`config.mk`:
```
export PLATFORM = sky130hd
export DESIGN_NAME = interval_clock
export DESIGN_NICKNAME = d
export VERILOG_FILES = /design/src/rtl/icl_pkg.sv /design/src/rtl/icl_tick_sync.sv /design/src/rtl/icl_ctrl.sv /design/src/rtl/icl_pend.sv /design/src/rtl/icl_count.sv /design/src/rtl/interval_clock.sv
export SDC_FILE = /design/constraint.sdc
export NUM_CORES = 1
export LEC_CHECK = 0
export ABC_AREA = 0
export ABC_CLOCK_PERIOD_IN_PS = 2500
export BUFFER_PORTS_ARGS = -buffer_cell sky130_fd_sc_hd__buf_2
export CAP_MARGIN = 20
export CORE_AREA = 2 2 79 62
export DETAILED_ROUTE_END_ITERATION = 12
export DIE_AREA = 0 0 81 64
export PLACE_DENSITY_LB_ADDON = 0.3
export SKIP_LAST_GASP = 1
export SLEW_MARGIN = 20
export SYNTH_ARGS = -nofsm -noshare
export SYNTH_HDL_FRONTEND = slang
export SYNTH_SLANG_ARGS = --single-unit
```
`constraint.sdc`:
```
create_clock -name clk -period 2.5 [get_ports clk]
set_clock_uncertainty 0.05 [all_clocks]
set_input_delay 0.125 -clock clk [delete_from_list [all_inputs] [get_ports clk]]
set_output_delay 0.125 -clock clk [all_outputs]
set_load 0.02 [all_outputs]
```
`src/rtl/icl_pkg.sv`:
```
package icl_pkg;

    // Controller states of the interval clock
    typedef enum logic [1:0] {
        S_STOP = 2'd0,   // ticks disabled, no transfer
        S_RUN  = 2'd1,   // ticks enabled, no transfer
        S_XFER = 2'd2    // host transfer in progress, counter frozen
    } clk_state_e;

    // Operation chosen at the first cycle of a transfer
    typedef enum logic [1:0] {
        OP_NONE  = 2'd0,
        OP_READ  = 2'd1,
        OP_WRITE = 2'd2,
        OP_CLEAR = 2'd3
    } xfer_op_e;

endpackage

```
`src/rtl/icl_tick_sync.sv`:
```
// Per-source two-flop synchroniser followed by a rising-edge detector.
module icl_tick_sync #(
    parameter int NSRC = 4
) (
    input  logic            clk,
    input  logic            rst_n,
    input  logic [NSRC-1:0] tick_src,
    output logic [NSRC-1:0] tick_pls
);

    for (genvar g = 0; g < NSRC; g++) begin : g_src
        // sh[0], sh[1] form the synchroniser; sh[2] is the edge history
        logic [2:0] sh;

        always_ff @(posedge clk or negedge rst_n) begin
            if (!rst_n) begin
                sh <= '0;
            end else begin
                sh <= {sh[1:0], tick_src[g]};
            end
        end

        assign tick_pls[g] = sh[1] & ~sh[2];
    end

endmodule

```
`src/rtl/icl_ctrl.sv`:
```
// Transfer / run-state controller.
module icl_ctrl
    import icl_pkg::*;
(
    input  logic       clk,
    input  logic       rst_n,
    input  logic       bus_rd,
    input  logic       bus_wr,
    input  logic       bus_clr,
    input  logic       tick_en,
    output clk_state_e st_q,
    output logic       any_bus,
    output logic       xfer_start,
    output logic       xfer_end,
    output xfer_op_e   op
);

    clk_state_e st_d;

    assign any_bus = bus_rd | bus_wr | bus_clr;

    // State register
    always_ff @(posedge clk or negedge rst_n) begin
        if (!rst_n) begin
            st_q <= S_STOP;
        end else begin
            st_q <= st_d;
        end
    end

    // Next-state logic
    always_comb begin
        st_d = st_q;
        unique case (st_q)
            S_STOP: begin
                if (any_bus)      st_d = S_XFER;
                else if (tick_en) st_d = S_RUN;
            end
            S_RUN: begin
                if (any_bus)       st_d = S_XFER;
                else if (!tick_en) st_d = S_STOP;
            end
            S_XFER: begin
                if (!any_bus) st_d = tick_en ? S_RUN : S_STOP;
            end
            default: st_d = S_STOP;
        endcase
    end

    // Output logic: transfer boundaries and the winning operation
    always_comb begin
        xfer_start = 1'b0;
        xfer_end   = 1'b0;
        unique case (st_q)
            S_STOP, S_RUN: xfer_start = any_bus;
            S_XFER:        xfer_end   = !any_bus;
            default: begin
                xfer_start = 1'b0;
                xfer_end   = 1'b0;
            end
        endcase

        // clear beats write, write beats read
        if (!xfer_start)  op = OP_NONE;
        else if (bus_clr) op = OP_CLEAR;
        else if (bus_wr)  op = OP_WRITE;
        else if (bus_rd)  op = OP_READ;
        else              op = OP_NONE;
    end

endmodule

```
`src/rtl/icl_pend.sv`:
```
// Saturating store for ticks that arrive while a transfer freezes the counter.
module icl_pend #(
    parameter int PEND_W = 2
) (
    input  logic              clk,
    input  logic              rst_n,
    input  logic              tick_in,
    input  logic              hold,
    input  logic              drop,
    output logic [PEND_W-1:0] pend_q
);

    localparam logic [PEND_W-1:0] PMAX = '1;
    localparam logic [PEND_W-1:0] ONE  = PEND_W'(1);

    always_ff @(posedge clk or negedge rst_n) begin
        if (!rst_n) begin
            pend_q <= '0;
        end else if (drop) begin
            // the counter is reloaded; only a tick in this very cycle survives
            pend_q <= tick_in ? ONE : '0;
        end else if (hold) begin
            if (tick_in && (pend_q != PMAX)) pend_q <= pend_q + ONE;
        end else begin
            // outside a transfer the pending ticks are folded into the count
            pend_q <= '0;
        end
    end

endmodule

```
`src/rtl/icl_count.sv`:
```
// Time counter with a sticky overflow bit.
module icl_count #(
    parameter int CNT_W  = 12,
    parameter int PEND_W = 2
) (
    input  logic             clk,
    input  logic             rst_n,
    input  logic             hold,
    input  logic [PEND_W:0]  inc_amt,
    input  logic             load_en,
    input  logic [CNT_W-1:0] load_val,
    input  logic             ovf_clr,
    output logic [CNT_W-1:0] cnt_q,
    output logic             ovf_q
);

    localparam int PAD_W = CNT_W - PEND_W;

    logic [CNT_W:0] sum;

    assign sum = {1'b0, cnt_q} + {{PAD_W{1'b0}}, inc_amt};

    always_ff @(posedge clk or negedge rst_n) begin
        if (!rst_n) begin
            cnt_q <= '0;
            ovf_q <= 1'b0;
        end else if (load_en) begin
            cnt_q <= load_val;
            ovf_q <= ovf_q & ~ovf_clr;
        end else if (hold) begin
            ovf_q <= ovf_q & ~ovf_clr;
        end else begin
            cnt_q <= sum[CNT_W-1:0];
            // a carry in the same cycle as a clear keeps the bit set
            ovf_q <= sum[CNT_W] | (ovf_q & ~ovf_clr);
        end
    end

endmodule

```
`src/rtl/interval_clock.sv`:
```
// Interval clock: selectable tick source, 12-bit counter plus overflow,
// counting held off during host transfers without losing ticks.
module interval_clock
    import icl_pkg::*;
#(
    parameter int NSRC   = 4,
    parameter int CNT_W  = 12,
    parameter int PEND_W = 2,
    parameter int SEL_W  = (NSRC > 1) ? $clog2(NSRC) : 1
) (
    input  logic             clk,
    input  logic             rst_n,
    input  logic [NSRC-1:0]  tick_src,
    input  logic [SEL_W-1:0] base_sel,
    input  logic             bus_rd,
    input  logic             bus_wr,
    input  logic             bus_clr,
    input  logic             bus_ovf_clr,
    input  logic             bus_ctl_wr,
    input  logic             ctl_irq_en,
    input  logic             ctl_tick_en,
    input  logic [CNT_W-1:0] wr_data,
    output logic [CNT_W-1:0] rd_data,
    output logic             rd_ovf,
    output logic             rd_valid,
    output logic             irq
);

    clk_state_e        st_q;
    xfer_op_e          op;
    logic              any_bus;
    logic              xfer_start;
    logic              xfer_end;
    logic [NSRC-1:0]   tick_pls;
    logic              tick_sel;
    logic              tick_acc;
    logic              tick_en_q;
    logic              irq_en_q;
    logic [PEND_W-1:0] pend_q;
    logic [PEND_W:0]   inc_amt;
    logic              load_en;
    logic [CNT_W-1:0]  load_val;
    logic [CNT_W-1:0]  cnt_q;
    logic              ovf_q;

    // Tick front end
    icl_tick_sync #(.NSRC(NSRC)) u_sync (
        .clk      (clk),
        .rst_n    (rst_n),
        .tick_src (tick_src),
        .tick_pls (tick_pls)
    );

    always_comb begin
        tick_sel = 1'b0;
        if (int'(base_sel) < NSRC) tick_sel = tick_pls[base_sel];
    end

    assign tick_acc = tick_sel & tick_en_q;

    // Enable register
    always_ff @(posedge clk or negedge rst_n) begin
        if (!rst_n) begin
            tick_en_q <= 1'b0;
            irq_en_q  <= 1'b0;
        end else if (bus_ctl_wr) begin
            tick_en_q <= ctl_tick_en;
            irq_en_q  <= ctl_irq_en;
        end
    end

    // Controller
    icl_ctrl u_ctrl (
        .clk        (clk),
        .rst_n      (rst_n),
        .bus_rd     (bus_rd),
        .bus_wr     (bus_wr),
        .bus_clr    (bus_clr),
        .tick_en    (tick_en_q),
        .st_q       (st_q),
        .any_bus    (any_bus),
        .xfer_start (xfer_start),
        .xfer_end   (xfer_end),
        .op         (op)
    );

    assign load_en  = (op == OP_WRITE) || (op == OP_CLEAR);
    assign load_val = (op == OP_CLEAR) ? '0 : wr_data;

    // Pending ticks during transfers
    icl_pend #(.PEND_W(PEND_W)) u_pend (
        .clk     (clk),
        .rst_n   (rst_n),
        .tick_in (tick_acc),
        .hold    (any_bus),
        .drop    (load_en),
        .pend_q  (pend_q)
    );

    // pend_q is non-zero outside a transfer only on the catch-up cycle
    assign inc_amt = {1'b0, pend_q} + {{PEND_W{1'b0}}, tick_acc};

    // Counter and overflow
    icl_count #(.CNT_W(CNT_W), .PEND_W(PEND_W)) u_count (
        .clk      (clk),
        .rst_n    (rst_n),
        .hold     (any_bus),
        .inc_amt  (inc_amt),
        .load_en  (load_en),
        .load_val (load_val),
        .ovf_clr  (bus_ovf_clr),
        .cnt_q    (cnt_q),
        .ovf_q    (ovf_q)
    );

    // Read capture
    always_ff @(posedge clk or negedge rst_n) begin
        if (!rst_n) begin
            rd_data  <= '0;
            rd_ovf   <= 1'b0;
            rd_valid <= 1'b0;
        end else begin
            rd_valid <= (op == OP_READ);
            if (op == OP_READ) begin
                rd_data <= cnt_q;
                rd_ovf  <= ovf_q;
            end
        end
    end

    assign irq = ovf_q & irq_en_q;

endmodule

```
# Word-level counts from Yosys, hierarchy flattened
# Cells that the tools add are included.
dict set report op_classes {
  addsub 3
  eq_ne 11
  n_lt_le_gt_ge 1
  n_reduce_logical 5
  mux 23
  bitwise_logic 15
}
# cell count
set op_table {}
lappend op_table {{2-to-1 mux 12 bit} 3}
lappend op_table {{2-to-1 mux 2 bit} 11}
lappend op_table {{adder 12 x 3 -> 13 bit} 1}
lappend op_table {{AND 1 bit} 7}
lappend op_table {{2-to-1 mux 1 bit} 7}
lappend op_table {{equality test 2 bit, second input constant} 3}
lappend op_table {{!= test 3 bit, second input constant} 2}
lappend op_table {{case mux 2 bit (3 select lines)} 1}
lappend op_table {{inverter 1 bit} 5}
lappend op_table {{equality test 2 x 1 -> 1 bit, second input constant} 2}
lappend op_table {{!= test 2 bit, second input constant} 2}
lappend op_table {{adder 2 x 1 -> 3 bit} 1}
lappend op_table {{less-than comparator 2 x 3 -> 1 bit, second input constant} 1}
lappend op_table {{!= test 3 x 1 -> 1 bit, second input constant} 1}
lappend op_table {{bitwise OR 1 bit} 3}
lappend op_table {{AND reduction 3 bit} 1}
lappend op_table {{adder 2 x 1 -> 2 bit, second input constant} 1}
lappend op_table {{binary-select mux 1 bit (select 2 bit)} 1}
lappend op_table {{logical NOT 2 bit} 1}
lappend op_table {{!= test 2 x 1 -> 1 bit, second input constant} 1}
lappend op_table {{OR reduction 2 bit} 1}
lappend op_table {{logical AND 1 bit} 1}
lappend op_table {{logical OR 1 bit} 1}
dict set report word_totals {
  reg_bits 45
  inputBits 27
  elab_cells 71
}

# Depth between registers and ports, before layout
# Gate-level depths: netlist (run 1).
dict set report logic_depth {
  ltp_word 10
  ltp_mapped 10
}

# Cells and area by module
# From an unflattened synthesis (run 1), not the netlist that was laid out.
dict set report hier_totals {
  cells_unflattened 181
  area_unflattened_um2 2202.1
}
# mod area_per_inst_um2 instances cells_per_inst
set by_module_without_submodules {}
lappend by_module_without_submodules {icl_count 804.5 1 87}
lappend by_module_without_submodules {interval_clock 787.0 1 54}
lappend by_module_without_submodules {icl_tick_sync 355.3 1 16}
lappend by_module_without_submodules {icl_pend 131.4 1 10}
lappend by_module_without_submodules {icl_ctrl 123.9 1 14}

# Least setup slack after synthesis (run 1)
# Ideal clock, no wire load.
dict set report synth_path {
  path_kind {register to register}
  startpoint {register u_sync.g_src[3].sh[1]}
  endpoint {register u_count.cnt_q[9]}
  slack_ns 0.064
  stages_incl_launch_ff 9
  t_arrival_ns 2.252
  required_time_ns 2.316
  period_less_slack_ns 2.436
  cell_sequence {dfrtp_1 -> nor2b_1 -> mux4_2 -> and2_1 -> fa_1 -> a21o_1 -> and2_1 -> a221oi_1 -> nor4_2}
}
dict set report synth_via {
  elab_chain_len 8
}
# element line_no
set synth_lines {}
lappend synth_lines {{start: declaration} icl_tick_sync.sv:13} ;# logic [2:0] sh;
lappend synth_lines {{start signal: assignment} icl_tick_sync.sv:19} ;# sh <= {sh[1:0], tick_src[g]};
lappend synth_lines {{AND 1 bit} icl_tick_sync.sv:23} ;# assign tick_pls[g] = sh[1] & ~sh[2];
lappend synth_lines {{binary-select mux 1 bit (select 2 bit)} interval_clock.sv:56} ;# if (int'(base_sel) < NSRC) tick_sel = tick_pls[base_sel];
lappend synth_lines {{2-to-1 mux 1 bit (not written as such)} interval_clock.sv:56}
lappend synth_lines {{AND 1 bit} interval_clock.sv:59} ;# assign tick_acc = tick_sel & tick_en_q;
lappend synth_lines {{adder 2 x 1 -> 3 bit} interval_clock.sv:101} ;# assign inc_amt = {1'b0, pend_q} + {{PEND_W{1'b0}}, tick_acc};
lappend synth_lines {{adder 12 x 3 -> 13 bit} icl_count.sv:21} ;# assign sum = {1'b0, cnt_q} + {{PAD_W{1'b0}}, inc_amt};
lappend synth_lines {{2-to-1 mux 12 bit} icl_count.sv:30} ;# end else if (hold) begin
lappend synth_lines {{2-to-1 mux 12 bit} icl_count.sv:27} ;# end else if (load_en) begin
lappend synth_lines {{end signal: assignment} icl_count.sv:28} ;# cnt_q <= load_val;
lappend synth_lines {{end signal: assignment} icl_count.sv:33} ;# cnt_q <= sum[CNT_W-1:0];
lappend synth_lines {{end: declaration} icl_count.sv:13} ;# output logic [CNT_W-1:0] cnt_q,
# No other way between the ends. The select of a mux whose other input is x is not followed.
# A chain may end at the register's enable or synchronous reset.

# Worst setup path after layout (run 1)
dict set report layout_path {
  startpoint {register u_sync.g_src[3].sh[1]}
  endpoint {register u_count.cnt_q[6]}
}
# Same word-level chain as after synthesis.

==> out/results.ini, run 1 <==
[outcome]
status = finished, final reports clean

[job]
drv_cap = 0

[clocking]
insertion_delay_ns = 0.30
tritoncts = yes
numCtsBuffers = 5
clk_pin_slew_ns = 0.08
htreeDepth = 2
root_buffer = clkbuf_8
clock-sinks = 45
cts.path.max_buffers = 2

[synth]
synthTopCellsByArea = dfrtp_1, mux2_1, nand2_1
synth_nets = 203
ys_seq_area_share_pct = 54.15
synthFlopType = dfrtp_1
syn-cell-area_um2 = 2079
ys_types = 47
avgSynthCellArea_um2 = 12.09
synth_top_area_share_pct = 54.15
yosysWarnings = 0
syn-instance-count = 172
synth_edf_count = 0
async_reset_ff_share_pct = 100.0
ys_ff_latch = 45
yosysTopAreaCell = dfrtp_1

[cells_and_area]
n_antenna_cell = 0
nNetsFinal = 255
final_cell_area_um2 = 2539
area_growth_pct = 22.08
drive_gt1_share_pct = 34.67

[worst_hold_path]
hold_path.class = primary input to flip-flop
min_from = ctl_irq_en

[power]
p_comb_share_pct = 19.7
p_per_area_nw_per_um2 = 634.7
swShare_pct = 28.89
irDropWorstVdd_v = 0.0002797
internal-power_w = 0.001146
p_seq_share_pct = 53.9
power.leakage_nw = 1.226
clock_power_share_pct = 26.5
p_sw_w = 0.0004655

[floorplan]
die_x_um = 81
initial_core_util_pct = 47.68
fp.coreArea_um2 = 4362
design.die.area_um2 = 5184
die-height_um = 64
ios = 42
num_rows = 21

[detailed_routing]
postRouteAntennaNets = 0
drt-vias-per-instance = 5.298
dr.first_iter.drc_count = 72
wire_per_inst_um = 14.83
drc_errors = 0
first_pass_iters = 4
wirelength_mm = 4.182
vias = 1494

[setup_path]
path_buf_inv = 1
crit_family = adder cells
arrival_ns = 2.54
crit_chain = nor2b_4, mux4_2, and2_4, fa_2, inv_2, fa_2, nor2b_4, a22o_1, a21oi_2, a21oi_1
endpoint_kind = flip-flop
r2r_start = u_sync.g_src[3].sh[1]
cp.required_ns = 2.64
max_stage_delay_ns = 0.47
start_kind = flip-flop
cp_slowest_cell = mux4_2
critPathMaxFanout = 5
criticalPathCategory = flip-flop to flip-flop
startpoint = u_sync.g_src[3].sh[1]

[sta]
hold_violations = 0
relSlewSlack_pct = 50.34
setup_ws_ns = 0.09115
setup_viol = 0
worst_pin_slew_ns = 0.7441
fmax_mhz = 415.1
period_needed_ns = 2.409
rsz0062_at_grt = yes
post-route-period-util_pct = 96.35
slew_violations = 0

[grt]
grt_max_degree = 46
overflow = 0
grt_pass1_wl_mm = 7.293
grt_pass1_vias = 1437
grt_usage_pct = 18.70
antenna_found_initial = 0

[placed_design]
place_area_um2 = 2352
hpwl_mm = 2.825
gp_congestion = 0.8336
io_buffers = 41
place_ws_ns = -0.1308

## timing repair
action,CTS,global route
buffers inserted,0,0
hold endpoints to repair,49,0
setup endpoints to repair,6,10
pin swaps,0,12
hold buffers,5,0
gates resized for setup,3,11
## per-stage QoR
| stage | util [%] | hold WS, ns | total power [W] | cells | TNS [ns] |
|---|---|---|---|---|---|
| final | 58.20 | 0.01383 | 0.001611 | 282 | 0 |
| after global routing | 58.20 | 0.01031 | 0.001715 | 282 | -0.08281 |
| after CTS | 57.17 | 0.004293 | 0.001615 | 282 | 0 |
| after detailed placement | 53.93 | 0.1848 | 0.001170 | 269 | -0.2665 |
| after global placement | 53.93 | 0.1847 | 0.001164 | 269 | -0.07376 |
| after floorplan | - | -0.2206 | 0.001051 | 172 | 0 |
## cells in the final DEF (no fill, tap or decap), types with 2 or more instances in the layout
master,count
mux2_2,6
nand2_1,22
clkbuf_1,3
and3_1,2
a221oi_2,2
fa_2,2
and2_1,3
a2bb2oi_1,3
dfrtp_1,45
nor2b_1,3
nor3_1,3
nand4_1,5
mux2_1,9
a21oi_1,12
nor2_1,5
nor2b_4,2
buf_2,40
mux2i_1,2
buf_4,5
o21ai_0,3
inv_1,3
ha_1,2
a21oi_2,3
dlygate4sd3_1,5
clkbuf_8,5
a22o_1,3
## cell type report
type,count,area [um^2]
fill,397,1823
inverter,4,15.01
sequential,45,1126
tap,57,71.32
timing repair buffer,50,287.8
clock buffer,8,80.08
multi-input combinational,118,958.4
## registers in the layout (all words and copies together), names as in the netlist
register	count
irq_en_q	1
rd_data	12
rd_ovf	1
rd_valid	1
tick_en_q	1
u_count.cnt_q	12
u_count.ovf_q	1
u_ctrl.st_q	2
u_pend.pend_q	2
u_sync.g_src.sh	12
## cell families after synthesis
family / count (synthesis) / share of synthesized area [%]
AOI/OAI and AO/OA: 36 / 12.28
adders and majority gates: 4 / 3.129
buffers and inverters: 9 / 2.346
DFF: 45 / 54.15
muxes: 20 / 11.55
and+or+nand+nor: 58 / 16.55
## synth_stat cells (2+ instances only)
master,number
and3_1,2
mux2i_1,2
fa_1,2
ha_1,2
mux2_1,9
nor3_1,3
nor2_1,5
dfrtp_1,45
mux2_2,6
inv_1,4
and2_1,4
nor2b_1,5
buf_2,3
a21oi_2,2
a21oi_1,13
nand4_1,5
a2bb2oi_1,3
a22o_1,3
o21ai_0,3
o31ai_1,2
nand2_1,23
## worst paths after layout
path | endpoint | slack (ns) | depth (start not counted)
worst max-delay path | u_count.cnt_q[6] | 0.09 | 10
worst min-delay path | irq_en_q | 0.01 | 2
worst max register to register | u_count.cnt_q[6] | 0.09 | 10
worst min register to register | u_sync.g_src[2].sh[1] | 0.30 | 0
max in group asynchronous | u_ctrl.st_q[0] | 1.71 | 2
min in group asynchronous | u_count.cnt_q[1] | 0.32 | 2
## power by group through the flow
stage / clock [W] / combinational [W] / sequential, W
after global routing: 0.000482 / 0.000350 / 0.000882
after floorplan: 0 / 0.000161 / 0.000890
final: 0.000426 / 0.000317 / 0.000868
after CTS: 0.000446 / 0.000303 / 0.000866
after global placement: 0 / 0.000286 / 0.000878
after detailed placement: 0 / 0.000290 / 0.000879
## metal layers
layer	global-route usage [%]	vias to the layer above	wire, um
met4	5.720	0	61
met3	4.802	7	229
met2	26.14	33	1863
li1	-	731	-
met5	0	-	0
met1	28.45	723	2027
No activity file was read; power rests on OpenSTA's default activity.
==> inputs of run 2 (changes only) <==
--- a/config.mk
+++ b/config.mk
@@ -9,9 +9,10 @@
 export ABC_CLOCK_PERIOD_IN_PS = 2500
 export BUFFER_PORTS_ARGS = -buffer_cell sky130_fd_sc_hd__buf_2
 export CAP_MARGIN = 20
-export CORE_AREA = 2 2 79 62
+export CORE_AREA = 2 2 77 61
+export CTS_BUF_LIST = sky130_fd_sc_hd__clkbuf_2
 export DETAILED_ROUTE_END_ITERATION = 12
-export DIE_AREA = 0 0 81 64
+export DIE_AREA = 0 0 79 63
 export PLACE_DENSITY_LB_ADDON = 0.3
 export SKIP_LAST_GASP = 1
 export SLEW_MARGIN = 20
==> run 2 against run 1 <==
Effect of this change: total power decreased by 4.5%; fmax shrank 3.2%; non-clock buffer count up 19; count of clock-buffer cells in the layout unchanged; flip-flop and latch count is the same; first-iteration DRC count is 96% higher.
==> out/results.ini, run 2 (synthesized netlist as in run 1, its figures left out) <==
[setup_path]
cp.required_ns = 2.78
critPathMaxFanout = 4
endpoint_kind = flip-flop
arrival_ns = 2.77
start_kind = flip-flop
criticalPathCategory = flip-flop to flip-flop

[floorplan]
die-height_um = 63
num_rows = 21
ios = 42
fp.coreArea_um2 = 4257
initial_core_util_pct = 48.85
design.die.area_um2 = 4977
die_x_um = 79

[sta]
fmax_mhz = 401.7
hold_violations = 0
worst_pin_slew_ns = 0.7633
rsz0062_at_grt = yes
slew_violations = 0
post-route-period-util_pct = 99.58
setup_viol = 0
period_needed_ns = 2.490
relSlewSlack_pct = 49.06

[outcome]
status = finished, final reports clean

[grt]
grt_pass1_wl_mm = 7.700
overflow = 0
antenna_found_initial = 0
grt_max_degree = 46
grt_pass1_vias = 1639
grt_usage_pct = 20.26

[placed_design]
gp_congestion = 0.8355
place_area_um2 = 2367
hpwl_mm = 2.840
io_buffers = 41

[cells_and_area]
final_cell_mix = dfrtp_1, buf_2, nand2_1, dlygate4sd3_1, a21oi_1
utilization_pct = 63.55
final_cell_area_um2 = 2705
nNetsFinal = 274
reg_top3 = rd_data: 12 flops, u_count.cnt_q: 12 flops, u_sync.g_src.sh: 12 flops
final_common_cell = dfrtp_1
drive_gt1_share_pct = 35.66
fillers = 351
area_growth_pct = 30.08

[detailed_routing]
first_pass_iters = 4
wirelength_mm = 4.470
vias = 1634
wire_per_inst_um = 14.80
drt-vias-per-instance = 5.411
postRouteAntennaNets = 0
drc_errors = 0
dr.first_iter.drc_count = 141

[worst_hold_path]
hold_path.class = primary input to flip-flop

[clocking]
insertion_delay_ns = 0.42
clock-sinks = 45
numCtsBuffers = 5
clk_pin_slew_ns = 0.21
root_buffer = clkbuf_2
tritoncts = yes
htreeDepth = 2
cts.path.max_buffers = 2

[power]
irDropWorstVdd_v = 0.0002909
p_per_area_nw_per_um2 = 568.6
power.leakage_nw = 1.302

[job]
drv_cap = 0

## run 2: stage by stage
step / hold slack [ns] / setup TNS, ns / power, W / setup WS (ns) / instances
2_1_floorplan: -0.2206 / 0 / 0.001051 / 0.06365 / 172
3_3_place_gp: 0.1826 / -0.01735 / 0.001166 / -0.01735 / 271
3_5_place_dp: 0.1851 / -0.2790 / 0.001173 / -0.06967 / 271
4_1_cts: 0.01498 / -0.005768 / 0.001516 / -0.003486 / 299
5_1_grt: 0.02135 / -0.4099 / 0.001646 / -0.08164 / 301
6_report: 0.05675 / 0 / 0.001538 / 0.01048 / 302
## run 2: per-layer routing
metal | part of all wire, % | vias to the layer above | global-route usage [%]
met3 | 5.6 | 14 | 5.058
met4 | 2.9 | 0 | 11.64
met1 | 48 | 792 | 28.58
met5 | 0 | - | 0
met2 | 44 | 56 | 28.28
li1 | - | 772 | -
## run 2: power breakdown
| group | switching [W] | internal, W |
|---|---|---|
| Sequential | 0.0000737 | 0.000800 |
| Combinational | 0.000179 | 0.000179 |
| Clock | 0.000224 | 0.0000823 |
| Total | 0.000476 | 0.00106 |
## run 2: worst max-delay path, stage by stage, from the launching register on
cell and delay, ns:
dfrtp_1 0.43, nor2b_1 0.13, mux4_2 0.47, and2_4 0.16, fa_2 0.36, a21o_1 0.25, and2_1 0.19, a221oi_2 0.28
nor4_2 0.08
## run 2: worst paths after layout
| kind | from | slack [ns] | cells past startpoint | end |
|---|---|---|---|---|
| worst max-delay path | u_sync.g_src[3].sh[1] | 0.01 | 8 | u_count.cnt_q[9] |
| worst min-delay path | bus_rd | 0.06 | 3 | u_ctrl.st_q[1] |
| worst max register to register | u_sync.g_src[3].sh[1] | 0.01 | 8 | u_count.cnt_q[9] |
| worst min register to register | u_sync.g_src[0].sh[0] | 0.33 | 0 | u_sync.g_src[0].sh[1] |
| max in group asynchronous | rst_n | 1.86 | 2 | u_count.cnt_q[3] |
| min in group asynchronous | rst_n | 0.14 | 2 | u_sync.g_src[0].sh[2] |
## run 2: layout make-up
type	count	area, um^2	share of cell area, %
Sequential cell	45	1126	41.63
Clock buffer	8	40.04	1.480
Tap cell	57	71.32	2.636
Antenna cell	1	2.502	0.09251
Multi-Input combinational cell	118	975.9	36.08
Timing Repair Buffer	69	474.2	17.53
Inverter	4	15.01	0.5550
## run 2: repair_timing
action	CTS	global route
pin swaps	0	13
gates resized for setup	6	12
hold buffers	20	1
hold endpoints to repair	62	1
endpoints found under the setup margin	8	10
buffers inserted	0	1
==> inputs of run 3 (changes only) <==
--- a/config.mk
+++ b/config.mk
@@ -9,11 +9,12 @@
 export ABC_CLOCK_PERIOD_IN_PS = 2500
 export BUFFER_PORTS_ARGS = -buffer_cell sky130_fd_sc_hd__buf_2
 export CAP_MARGIN = 20
-export CORE_AREA = 2 2 77 61
+export CORE_AREA = 2 2 87 68
 export CTS_BUF_LIST = sky130_fd_sc_hd__clkbuf_2
 export DETAILED_ROUTE_END_ITERATION = 12
-export DIE_AREA = 0 0 79 63
+export DIE_AREA = 0 0 89 70
 export PLACE_DENSITY_LB_ADDON = 0.3
+export RECOVER_POWER = 25
 export SKIP_LAST_GASP = 1
 export SLEW_MARGIN = 20
 export SYNTH_ARGS = -nofsm -noshare
==> run 3 against run 2 <==
Effect of this change: design area up 1.5%; utilization down 14 points; fmax up 1.6%; worst setup slack better by 0.038 ns; highest routed layer unchanged; critical path depth up 2; combinational power down 3%; via count down 3.6%; clock power up 26%; register-to-register slack better by 0.04 ns; cell count up 6.6%; count of clock-buffer cells in the layout down 3.
==> out/results.ini, run 3 (synthesized netlist as in run 1, its figures left out) <==
[outcome]
status = finished, final reports clean

[power]
p_per_area_nw_per_um2 = 583.9
swShare_pct = 29.20
p_sw_w = 0.0004682
p_comb_share_pct = 21.8
irDropWorstVdd_v = 0.0003477
total_power_w = 0.001604
internal-power_w = 0.001135
power.leakage_nw = 1.317
p_seq_share_pct = 54.2
clock_power_share_pct = 24.0

[setup_path]
critPathMaxFanout = 4
endpoint_kind = flip-flop
start_kind = flip-flop
arrival_ns = 2.73
criticalPathCategory = flip-flop to flip-flop
cp.required_ns = 2.78

[grt]
grt_pass1_vias = 1589
overflow = 0
grt_pass1_wl_mm = 7.707
grt_max_degree = 46
grt_usage_pct = 16.26
antenna_found_initial = 0

[sta]
slew_violations = 0
relSlewSlack_pct = 27.42
period_needed_ns = 2.451
fmax_mhz = 408.0
post-route-period-util_pct = 98.05
hold_violations = 0
hold-worst-slack_ns = 0.04445
final.setup.tns_ns = 0
rsz0062_at_grt = yes
setup_viol = 0
worst_pin_slew_ns = 1.089

[clocking]
clk_pin_slew_ns = 0.22
htreeDepth = 2
cts.path.max_buffers = 2
tritoncts = yes
root_buffer = clkbuf_2
numCtsBuffers = 5
insertion_delay_ns = 0.41
clock-sinks = 45

[cells_and_area]
final_cells = 322
drive_gt1_share_pct = 35.66
nNetsFinal = 275
final_common_cell = dfrtp_1
n_antenna_cell = 0
area_growth_pct = 32.07
utilization_pct = 49.71
reg_top3 = rd_data: 12 flops, u_count.cnt_q: 12 flops, u_sync.g_src.sh: 12 flops
final_cell_mix = dfrtp_1, buf_2, nand2_1, dlygate4sd3_1, a21oi_1

[floorplan]
fp.coreArea_um2 = 5525
die-height_um = 70
ios = 42
initial_core_util_pct = 37.64
design.die.area_um2 = 6230
num_rows = 24
die_x_um = 89

[placed_design]
io_buffers = 41
placed_cells = 293
gp_congestion = 0.7686
hpwl_mm = 3.018

[detailed_routing]
dr.first_iter.drc_count = 77
wirelength_mm = 4.430
drt-vias-per-instance = 4.891
postRouteAntennaNets = 0
vias = 1575
drc_errors = 0
wire_per_inst_um = 13.76
first_pass_iters = 4

[job]
drv_cap = 0

[worst_hold_path]
hold_path.class = primary input to flip-flop

==> run 3: what timing repair did <==
item,4_1_cts,5_1_grt
hold buffers,20,0
hold endpoints to repair,62,0
setup endpoints to repair,7,10
pin swaps,1,13
gates resized for setup,7,9
buffers inserted,0,2
==> run 3: worst paths after layout <==
| path | start | to | slack (ns) | depth (start not counted) |
|---|---|---|---|---|
| setup reg to reg | u_sync.g_src[3].sh[1] | u_count.cnt_q[6] | 0.05 | 10 |
| min in group asynchronous | rst_n | rd_data[11] | 0.38 | 2 |
| setup / recovery | u_sync.g_src[3].sh[1] | u_count.cnt_q[6] | 0.05 | 10 |
| hold / removal | wr_data[3] | u_count.cnt_q[3] | 0.04 | 3 |
| hold reg to reg | u_sync.g_src[3].sh[0] | u_sync.g_src[3].sh[1] | 0.32 | 0 |
| max in group asynchronous | rst_n | u_sync.g_src[1].sh[1] | 1.36 | 2 |
==> run 3: final cells by class <==
type,instances,area (um^2)
inverter,4,15.01
fill,531,2779
clock buffer,5,25.02
clock inverter,2,35.03
timing repair buffer,70,476.7
multi-input combinational,118,970.9
sequential,45,1126
tap,78,97.59
==> run 3: critical path, stage by stage (launching register included) <==
cell and delay (ns):
dfrtp_1 0.42, nor2b_4 0.12, mux4_2 0.48, and2_4 0.17, fa_2 0.36, inv_2 0.07
fa_2 0.23, nor2b_4 0.06, a22o_1 0.23, a21oi_1 0.12, a21oi_1 0.06
==> run 3: power by group through the flow <==
| stage | logic, W | registers [W] | clock network (W) |
|---|---|---|---|
| CTS | 0.000333 | 0.000869 | 0.000399 |
| detailed placement | 0.000299 | 0.000882 | 0 |
| finish | 0.000349 | 0.000869 | 0.000385 |
| global route | 0.000392 | 0.000886 | 0.000433 |
| floorplan | 0.000161 | 0.000890 | 0 |
| global placement | 0.000294 | 0.000879 | 0 |
==> run 3: stage by stage <==
step | cell area [um^2] | worst slack, ns
after global routing | 2746 | -0.05650
after detailed placement | 2401 | -0.05833
final | 2746 | 0.04886
after global placement | 2401 | -0.01014
after floorplan | 2079 | 0.06365
after CTS | 2685 | 0.006773
==> run 3: layer usage <==
metal | wire (um) | GRT usage (%) | up-vias
met5 | 0 | 0 | -
li1 | - | - | 766
met2 | 1946 | 23.13 | 46
met3 | 238 | 3.546 | 7
met1 | 2202 | 24.77 | 756
met4 | 43 | 4.975 | 0
